[config.mk]
export PLATFORM = sky130hd
export DESIGN_NAME = bar_reg_masked
export DESIGN_NICKNAME = d
export VERILOG_FILES = /design/src/rtl/bar_pkg.sv /design/src/rtl/bar_mask_gen.sv /design/src/rtl/bar_byte_lane.sv /design/src/rtl/bar_reg_masked.sv
export SDC_FILE = /design/constraint.sdc
export NUM_CORES = 1
export LEC_CHECK = 0
export BUFFER_PORTS_ARGS = -buffer_cell sky130_fd_sc_hd__buf_4
export CAP_MARGIN = 5
export CORE_MARGIN = 5
export CORE_UTILIZATION = 33
export CTS_BUF_LIST = sky130_fd_sc_hd__clkbuf_8
export CTS_CLUSTER_DIAMETER = 30
export DETAILED_ROUTE_END_ITERATION = 8
export PLACE_DENSITY = 0.89
export REMOVE_ABC_BUFFERS = 1
export SLEW_MARGIN = 40
export SYNTH_ARGS = -nofsm -noshare
export SYNTH_HDL_FRONTEND = slang
export SYNTH_SLANG_ARGS = --single-unit
[constraint.sdc]
create_clock -name clk -period 0.8 [get_ports clk]
set_input_delay 0.2 -clock clk [delete_from_list [all_inputs] [get_ports clk]]
set_output_delay 0.2 -clock clk [all_outputs]
set_load 0.05 [all_outputs]
[src/rtl/bar_pkg.sv]
package bar_pkg;

  typedef enum logic [1:0] {
    BAR_MEM = 2'd0,
    BAR_IO  = 2'd1,
    BAR_ROM = 2'd2
  } bar_kind_e;

  // Round a byte count up to a power of two, never below 2 KB.
  function automatic logic [63:0] rom_span(input logic [63:0] bytes);
    logic [63:0] s;
    s = 64'd2048;
    for (int i = 0; i < 64; i++) begin
      if (s < bytes) s = s << 1;
    end
    return s;
  endfunction

  function automatic int attr_width(input bar_kind_e k);
    case (k)
      BAR_MEM: return 4;
      BAR_IO:  return 2;
      default: return 1;
    endcase
  endfunction

endpackage

[src/rtl/bar_mask_gen.sv]
module bar_mask_gen #(
  parameter int                W         = 32,
  parameter bar_pkg::bar_kind_e KIND     = bar_pkg::BAR_MEM,
  parameter logic [W-1:0]      CFG       = '0,
  parameter logic [63:0]       ROM_BYTES = 64'd2048
) (
  output logic [W-1:0] wmask,
  output logic [W-1:0] fixed_bits
);
  import bar_pkg::*;

  localparam int           AW       = attr_width(KIND);
  localparam logic [W-1:0] ATTR_SEL = {{(W-AW){1'b0}}, {AW{1'b1}}};
  localparam logic [63:0]  SPAN     = rom_span(ROM_BYTES);
  localparam logic [W-1:0] SPAN_W   = SPAN[W-1:0];

  generate
    if (KIND == BAR_ROM) begin : g_rom
      assign wmask      = ~(SPAN_W - {{(W-1){1'b0}}, 1'b1}) | {{(W-1){1'b0}}, 1'b1};
      assign fixed_bits = '0;
    end else begin : g_addr
      assign wmask      = CFG & ~ATTR_SEL;
      assign fixed_bits = CFG & ATTR_SEL;
    end
  endgenerate

endmodule

[src/rtl/bar_byte_lane.sv]
module bar_byte_lane #(
  parameter int LW = 8
) (
  input  logic          clk,
  input  logic          rst_n,
  input  logic          we,
  input  logic [LW-1:0] m,
  input  logic [LW-1:0] d,
  input  logic [LW-1:0] rv,
  output logic [LW-1:0] q
);

  always_ff @(posedge clk or negedge rst_n) begin
    if (!rst_n)  q <= rv & m;
    else if (we) q <= (q & ~m) | (d & m);
  end

  // a lane without its enable keeps its value
  assert_lane_hold_R8: assert property (@(posedge clk) disable iff (!rst_n)
    !we |=> $stable(q));

  // a lane never holds a bit outside its writable mask
  assert_lane_masked_R2: assert property (@(posedge clk) disable iff (!rst_n)
    we |=> ((q & ~m) == '0));

endmodule

[src/rtl/bar_reg_masked.sv]
module bar_reg_masked #(
  parameter int                 W         = 32,
  parameter bar_pkg::bar_kind_e KIND      = bar_pkg::BAR_MEM,
  parameter logic [W-1:0]       CFG       = 32'hFFFF_0000,
  parameter logic [W-1:0]       RST_VAL   = '0,
  parameter logic [63:0]        ROM_BYTES = 64'd2048
) (
  input  logic           clk,
  input  logic           rst_n,
  input  logic           wr_en,
  input  logic [W/8-1:0] wr_be,
  input  logic [W-1:0]   wr_data,
  output logic [W-1:0]   rd_data
);
  import bar_pkg::*;

  localparam int LANES = W / 8;

  logic [W-1:0] wmask;
  logic [W-1:0] fixed_bits;
  logic [W-1:0] stored;
  logic [W-1:0] rst_eff;

  // The ROM enable always clears on reset.
  assign rst_eff = (KIND == BAR_ROM) ? (RST_VAL & ~{{(W-1){1'b0}}, 1'b1}) : RST_VAL;

  bar_mask_gen #(
    .W(W), .KIND(KIND), .CFG(CFG), .ROM_BYTES(ROM_BYTES)
  ) mask_i (
    .wmask(wmask),
    .fixed_bits(fixed_bits)
  );

  generate
    for (genvar k = 0; k < LANES; k++) begin : g_lane
      bar_byte_lane #(.LW(8)) lane_i (
        .clk(clk),
        .rst_n(rst_n),
        .we(wr_en & wr_be[k]),
        .m(wmask[8*k +: 8]),
        .d(wr_data[8*k +: 8]),
        .rv(rst_eff[8*k +: 8]),
        .q(stored[8*k +: 8])
      );
    end
  endgenerate

  assign rd_data = stored | fixed_bits;

  // attribute bits always read their fixed values
  assert_fixed_attr_R1: assert property (@(posedge clk) disable iff (!rst_n)
    (rd_data & ~wmask) == fixed_bits);

  // a full-width write lands on every writable bit
  assert_full_write_R2: assert property (@(posedge clk) disable iff (!rst_n)
    (wr_en && (&wr_be)) |=> ((rd_data & wmask) == ($past(wr_data) & wmask)));

  // no strobe, no change at the read port
  assert_idle_stable_R8: assert property (@(posedge clk) disable iff (!rst_n)
    !wr_en |=> $stable(rd_data));

  generate
    if (KIND == BAR_ROM && W >= 12) begin : g_rom_chk
      // bits between the enable and the 2 KB floor always read zero
      assert_rom_gap_R6: assert property (@(posedge clk) disable iff (!rst_n)
        rd_data[10:1] == '0);
    end
  endgenerate

endmodule

* Word-level counts from Yosys, hierarchy flattened *
Cells that the tools add are included.
W data, S select, Z words.

storage, ports and cells
  flip-flop bits (word level) = 16
  bits of input ports = 39

operators by class
  bitwise logic cells = 2

operators with widths
  operator       count
  $and A1 B1 Y1  2

* Longest topological paths before layout *
Gate-level depths: netlist of run 1.

  depth in word-level cells = 1
  gate-level depth with buffers = 2

* Worst setup path before layout of run 1 *
OpenSTA, ideal clock, no wires.

  kind = register -> register
  from = reg g_lane[2].lane_i.q[0] (netlist name)
  to = reg g_lane[2].lane_i.q[0]
  library setup time = 0.125 ns
  data arrival time = 0.866 ns
  path slack = -0.190 ns
  stages on the path, launching flop included = 2
  path buffers = 0
  clock period less this slack = 0.990 ns
  path through = dfrtp_1 > mux2_2

RTL lines
  what                    line                 text
  end signal: assignment  bar_byte_lane.sv:14  if (!rst_n) q <= rv & m;
  end signal: assignment  bar_byte_lane.sv:15  else if (we) q <= (q & ~m) | (d & m);
  end: declaration        bar_byte_lane.sv:10  output logic [LW-1:0] q

* Worst setup path in the final report of run 1 *
  from = reg g_lane[2].lane_i.q[3]
  to = out rd_data[19]

RTL lines
  what              line                  text
  end: declaration  bar_reg_masked.sv:13  output logic [W-1:0] rd_data

No word-level cell between the ends.

==> summary.md, run 1 <==
| Metric | Value |
|---|---|
| Sw Pwr | `1.03 mW` |
| DR WL/cell | `about 12 um` |
| Async set or reset register ratio after synthesis | `1.00` |
| Top cells by count, synth | `buf_4, dfrtp_1, mux2_2, nand2_2, conb_1` |
| Fin worst setup slack | `-0.189 ns` |
| Crit-path leading delay family | `flip-flops` |
| Post-route ant nets | `0` |
| EDFF count, synth | `0` |
| Initial Util | `0.355` |
| Crit path buf inv count | `1` |
| Flops & latches, synth | `16` |
| CORE AREA | `2020 um2` |
| Final Max Tran Viols | `0` |
| Outcome | `complete, but fails checks` |
| Post-Place Worst Slack | `-0.190 ns` |
| Die ar. | `approximately 3200 um2` |
| Cell breakdown of the critical path | `buf_6` |
| Syn avg cell area | `14.1 um2` |
| Failing checks | `negative setup slack` |
| Endpoints failing setup | `18` |
| Seq pwr share | `0.372` |
| Nets | `133` |
| Hold Crit Class | `in2reg` |
| Global-route wire length before repair | `2420 um` |
| Fin Setup TNS | `-3.01 ns` |
| Most used DFF post-synth | `dfrtp_1` |
| Dominant cells by area after synthesis | `dfrtp_1, mux2_2, buf_4` |
| Unrepaired setup endpoints after global routing | `true` |
| Clk network pwr share | `0.206` |
| Fill cells | `179` |
| Hold Fails Final Rpt | `0` |
| Fin crit share | `1.24` |
| Critical path startpoint category | `flip-flop` |
| Synth area leader | `dfrtp_1` |
| # IOs | `71` |
| Largest net degree at the start of global routing | `17` |
| Post-synth cell types | `5` |
| Max reg flops | `16` |
| Root buf cell | `clkbuf_8` |
| Biggest regs | `g_lane.lane_i.q x16` |
| Drt pass-1 iters | `4` |
| Vias per Instance | `4.18` |
| Max-Cap Viols | `0` |
| H-tree depth | `1` |
| Combinational fraction of design power | `0.421` |
| Pleak | `~0.55 nW` |
| Multi-input gate area | `260 um2` |
| Max stage delay cell, worst path | `dfrtp_1` |
| Total CTS buffers | `3` |
| Die Y | `56.6 um` |
| CTS tree | `yes` |
| Area share of the largest cell type after synthesis | `0.558` |
| Final RePlAce weighted congestion | `0.668` |
| Drt initial violations | `3` |
| Most flops, register | `g_lane.lane_i.q` |
| Final wirelength | `1450 um` |
| Chip width | `56.6 um` |
| Int Pwr | `roughly 1.7 mW` |
| # rows | `16` |
| Max IR drop VDD | `1.25 mV` |
| Grt ovf | `0` |
| Critical Path RT | `0.60 ns` |
| Reg clk slew, reported paths | `~0.060 ns` |
| Setup Crit Path Kind | `reg2out` |
| ANT cells | `0` |
| Critical Path AT | `0.79 ns` |
| Gr usage total | `0.0951` |
| Post-synthesis sequential area ratio | `0.558` |
| Synth Instances | `between 50 and 60` |
| Pwr Density | `2490 nW/um2` |
| Vias in the first global route | `523` |
| Setup crit end kind | `output pin` |
| CP Max Fanout | `2` |
| Skew-Pair Late Insertion Delay | `0.23 ns` |
| Reg area | `400 um2` |
| Longest Clk Path Bufs | `2` |
| Clock Skew | `0 ns` |
| F_max | `1010 MHz` |
| DRC viols | `0` |
| Buffers added on ports | `36` |
| Min Clock Period, post-route | `0.989 ns` |
| Initial antenna violation count | `0` |
| Post-Synthesis Cell Area | `717 um2` |
| Switch share | `0.381` |
| Layout area overhead | `52.2%` |
| Peak per-stage delay on the critical path | `roughly 0.39 ns` |
| Layout cell share with drive strength beyond 1 | `0.641` |
| Vias after detailed routing | `around 500` |
| Synth warn | `0` |
| Clock sink count | `16` |
-- what timing repair did --
action / CTS / global route
hold buffers: 1 / 0
endpoints found under the hold margin: 16 / 0
setup buffers: 1 / 1
endpoints found under the setup margin: 16 / 18
gates resized for setup: 17 / 1
-- per-stage QoR --
stage | power (mW) | area (um2) | utilization | hold WS [ns] | instances
final | 2.71 | 1090 | 0.540 | 0.192 | 119
after global routing | 2.84 | 1090 | 0.540 | 0.191 | 119
after CTS | 2.73 | 1080 | 0.534 | 0.188 | 118
after detailed placement | 2.04 | 957 | 0.473 | 0.0667 | 113
after global placement | 2.02 | 957 | 0.473 | 0.0656 | 113
after floorplan | 1.72 | 653 | - | -0.0956 | 50
-- power by group through the flow --
stage               registers, mW  logic, mW  clock network [mW]
floorplan                    1.43      0.290                   0
global placement            0.993       1.03                   0
detailed placement           1.00       1.04                   0
CTS                          1.01       1.14               0.585
global route                 1.02       1.19               0.628
finish                       1.01       1.14               0.560
-- cells by family (layout without fill, tap and decap cells) --
kind of cell | Yosys count | in the layout | synth area share
muxes | 16 | 16 | 0.251
buffers and inverters | 16 | 42 | 0.168
DFF | 16 | 16 | 0.558
other | 1 | 16 | 0.00523
and+or+nand+nor | 2 | 2 | 0.0174
-- path summary, 6_finish.rpt --
kind | from | to | slack, ns | depth (start not counted)
worst max-delay path | g_lane[2].lane_i.q[3] | rd_data[19] | -0.19 | 1
max in group asynchronous | rst_n | g_lane[2].lane_i.q[6] | 0.26 | 2
worst min register to register | g_lane[3].lane_i.q[2] | g_lane[3].lane_i.q[2] | 0.53 | 1
min in group asynchronous | rst_n | g_lane[3].lane_i.q[2] | 0.37 | 2
worst min-delay path | wr_data[23] | g_lane[2].lane_i.q[7] | 0.19 | 2
worst max register to register | g_lane[3].lane_i.q[3] | g_lane[3].lane_i.q[3] | -0.09 | 2
-- area by class of cell --
cell class / instances / share of cell area
Tap cell: 27 / 0.0310
Clock buffer: 3 / 0.0378
Sequential cell: 16 / 0.367
Multi-Input combinational cell: 34 / 0.239
Timing Repair Buffer: 39 / 0.326
-- routing by layer --
layer  GRT usage  part of all wire  up-vias
li1            -                 -      219
met1       0.100              0.34      242
met2       0.175              0.52       36
met3      0.0390              0.14        0
met4      0.0203                 0        0
met5           0                 0        -
-- cell usage in the layout, fill, tap and decap left out, drive strengths merged --
| cell | n |
|---|---|
| nand2 | 2 |
| clkbuf | 3 |
| buf | 38 |
| conb | 16 |
| mux2 | 16 |
| dlygate4sd3 | 1 |
| dfrtp | 16 |
Power figures use the tool's default switching activity.
==> inputs of run 2 (changes only) <==
- CORE_UTILIZATION: 33 -> 39
- PLACE_DENSITY: 0.89 -> 0.95
- clock period: 0.8 -> 1.2 ns (I/O delays scaled with it)
==> run 2 against run 1 <==
Net effect:
- the run now ends clean
- power shrank 37%
- register-to-register slack gained 0.53 ns
- sequential share of layout area grew 3.1 points
- cell count shrank 3.4%
- setup slack gained 0.27 ns
- die area shrank 13%
- critical path depth is the same
- global-route usage grew 1.3 points
- critical path type unchanged
==> summary.md, run 2 (synthesis results as in run 1) <==
| Metric | Value |
|---|---|
| Crit path buf inv count | `1 (unchanged)` |
| Clock Skew | `0 ns (unchanged)` |
| Commonest non-fill, non-tap cell in the layout | `buf_4` |
| Cell breakdown of the critical path | `buf_4` |
| Vias per Instance | `4.10 (-1.7%)` |
| Biggest regs | `g_lane.lane_i.q x16` |
| Seq pwr share | `0.381 (+0.009)` |
| Buffers added on ports | `36 (unchanged)` |
| Sw Pwr | `0.670 mW (-35%)` |
| Final Max Tran Viols | `0 (unchanged)` |
| Grt ovf | `0 (unchanged)` |
| Nets | `131 (-1.5%)` |
| Vias after detailed routing | `472 (-5.0%)` |
| Peak per-stage delay on the critical path | `0.38 ns (about the same)` |
| Pwr Density | `1710 nW/um2 (-31%)` |
| Post-Place Worst Slack | `0.115 ns (+0.305 ns)` |
| Endpoints failing setup | `0 (-18)` |
| Combinational fraction of design power | `0.401 (-0.020)` |
| Placed cell count | `111 (-1.8%)` |
| H-tree depth | `1 (unchanged)` |
| F_max | `896 MHz` |
| Hold Crit Class | `in2reg` |
| Reg clk slew, reported paths | `0.06 ns (about the same)` |
| Pleak | `0.510 nW (-7.1%)` |
| Fin Setup TNS | `0 ns (+3.01 ns)` |
| Setup Crit Path Kind | `reg2out` |
| Cell Area, Placed | `955 um2 (-0.26%)` |
| Layout cell share with drive strength beyond 1 | `0.633 (-0.00797)` |
| CTS tree | `yes` |
| Initial Util | `0.411 (+0.0562)` |
| Drt pass-1 iters | `2 (-2)` |
| Chip width | `52.9 um (-6.6%)` |
| Max stage delay cell, worst path | `dfrtp_1` |
| Root buf cell | `clkbuf_8` |
| Fin worst setup slack | `0.0842 ns (+0.273 ns)` |
| DR WL/cell | `11.8 um (-3.0%)` |
| Final Non-Filler Cells | `115 (-3.4%)` |
| Power Total | `1.72 mW (-37%)` |
| Global-route wire length before repair | `2150 um (-11%)` |
| # IOs | `71 (unchanged)` |
| Int Pwr | `1.05 mW (-37%)` |
| Critical Path RT | `0.90 ns (+0.30 ns)` |
| Switch share | `0.389 (+0.00817)` |
| Most flops, register | `g_lane.lane_i.q` |
| Post-CTS Setup Repair Bufs | `0 (-1)` |
| Die Y | `52.9 um (-6.6%)` |
| Most frequent cells in the layout | `buf_4, mux2_2, conb_1, dfrtp_1, clkbuf_8` |
| Gr usage total | `0.109 (+0.0134)` |
| Fin crit share | `0.930` |
| Hold Fails Final Rpt | `0 (unchanged)` |
| Layout area overhead | `40.3%` |
| Clk network pwr share | `0.217 (+0.011)` |
| Final wirelength | `1360 um (-6.3%)` |
| Post-route cell area | `1010 um2 (-7.8%)` |
| Max-Cap Viols | `0 (unchanged)` |
| Clock sink count | `16 (unchanged)` |
| ANT cells | `0 (unchanged)` |
| Crit-path leading delay family | `flip-flops` |
| Critical Path AT | `0.82 ns (+0.03 ns)` |
| # rows | `15 (-1)` |
| Setup crit end kind | `output pin` |
| Longest Clk Path Bufs | `2 (unchanged)` |
| CP Max Fanout | `2 (unchanged)` |
| Max reg flops | `16 (unchanged)` |
| Final RePlAce weighted congestion | `0.634 (-5.0%)` |
| DRC viols | `0 (unchanged)` |
| Post-route ant nets | `0 (unchanged)` |
| Hold Slack | `0.289 ns (+0.0969 ns)` |
| CORE AREA | `1750 um2 (-14%)` |
| Min Clock Period, post-route | `1.12 ns` |
| Vias in the first global route | `501 (-4.2%)` |
| Outcome | `completed` |
| Drt initial violations | `1 (-2)` |
| Final Util | `0.576 (+0.0367)` |
| Largest net degree at the start of global routing | `17 (unchanged)` |
| Die ar. | `2800 um2 (-13%)` |
| Unrepaired setup endpoints after global routing | `false` |
| Max IR drop VDD | `1.19 mV (-4.8%)` |
| Critical path startpoint category | `flip-flop` |
| Skew-Pair Late Insertion Delay | `0.24 ns (about the same)` |
| Initial antenna violation count | `0 (unchanged)` |
| Total CTS buffers | `3 (unchanged)` |
run 2: area by class of cell:
class,instances,area [um2]
clock buffers,3,41.3
fillers,148,739
multi-input cells,34,253
flip-flops and latches,16,400
well taps,25,31.3
repair buffers,37,280
run 2: power groups by stage:
stage / Sequential, mW / Clock, mW / Combinational [mW]
after floorplan: 0.951 / 0 / 0.194
after global placement: 0.662 / 0 / 0.684
after detailed placement: 0.668 / 0 / 0.694
after CTS: 0.659 / 0.397 / 0.697
after global routing: 0.672 / 0.432 / 0.720
final: 0.657 / 0.375 / 0.691
run 2: layer usage:
metal | up-vias | routed length (um) | GRT usage
li1 | 216 | - | -
met1 | 226 | 445 | 0.109
met2 | 30 | 748 | 0.198
met3 | 0 | 163 | 0.0535
met4 | 0 | 0 | 0.0255
met5 | - | 0 | 0
run 2: what timing repair did:
action | in CTS | in global routing
hold buffers | 1 | 0
gates resized for setup | 0 | 0
hold endpoints to repair | 16 | 0
run 2: worst paths after layout:
path / cells after the start / from / slack, ns / endpoint
hold reg to reg: 1 / g_lane[3].lane_i.q[5] / 0.50 / g_lane[3].lane_i.q[5]
max in group asynchronous: 2 / rst_n / 0.56 / g_lane[3].lane_i.q[3]
hold / removal: 2 / wr_data[19] / 0.29 / g_lane[2].lane_i.q[3]
min in group asynchronous: 2 / rst_n / 0.46 / g_lane[2].lane_i.q[7]
setup reg to reg: 1 / g_lane[2].lane_i.q[0] / 0.44 / g_lane[2].lane_i.q[0]
setup / recovery: 1 / g_lane[2].lane_i.q[5] / 0.08 / rd_data[21]
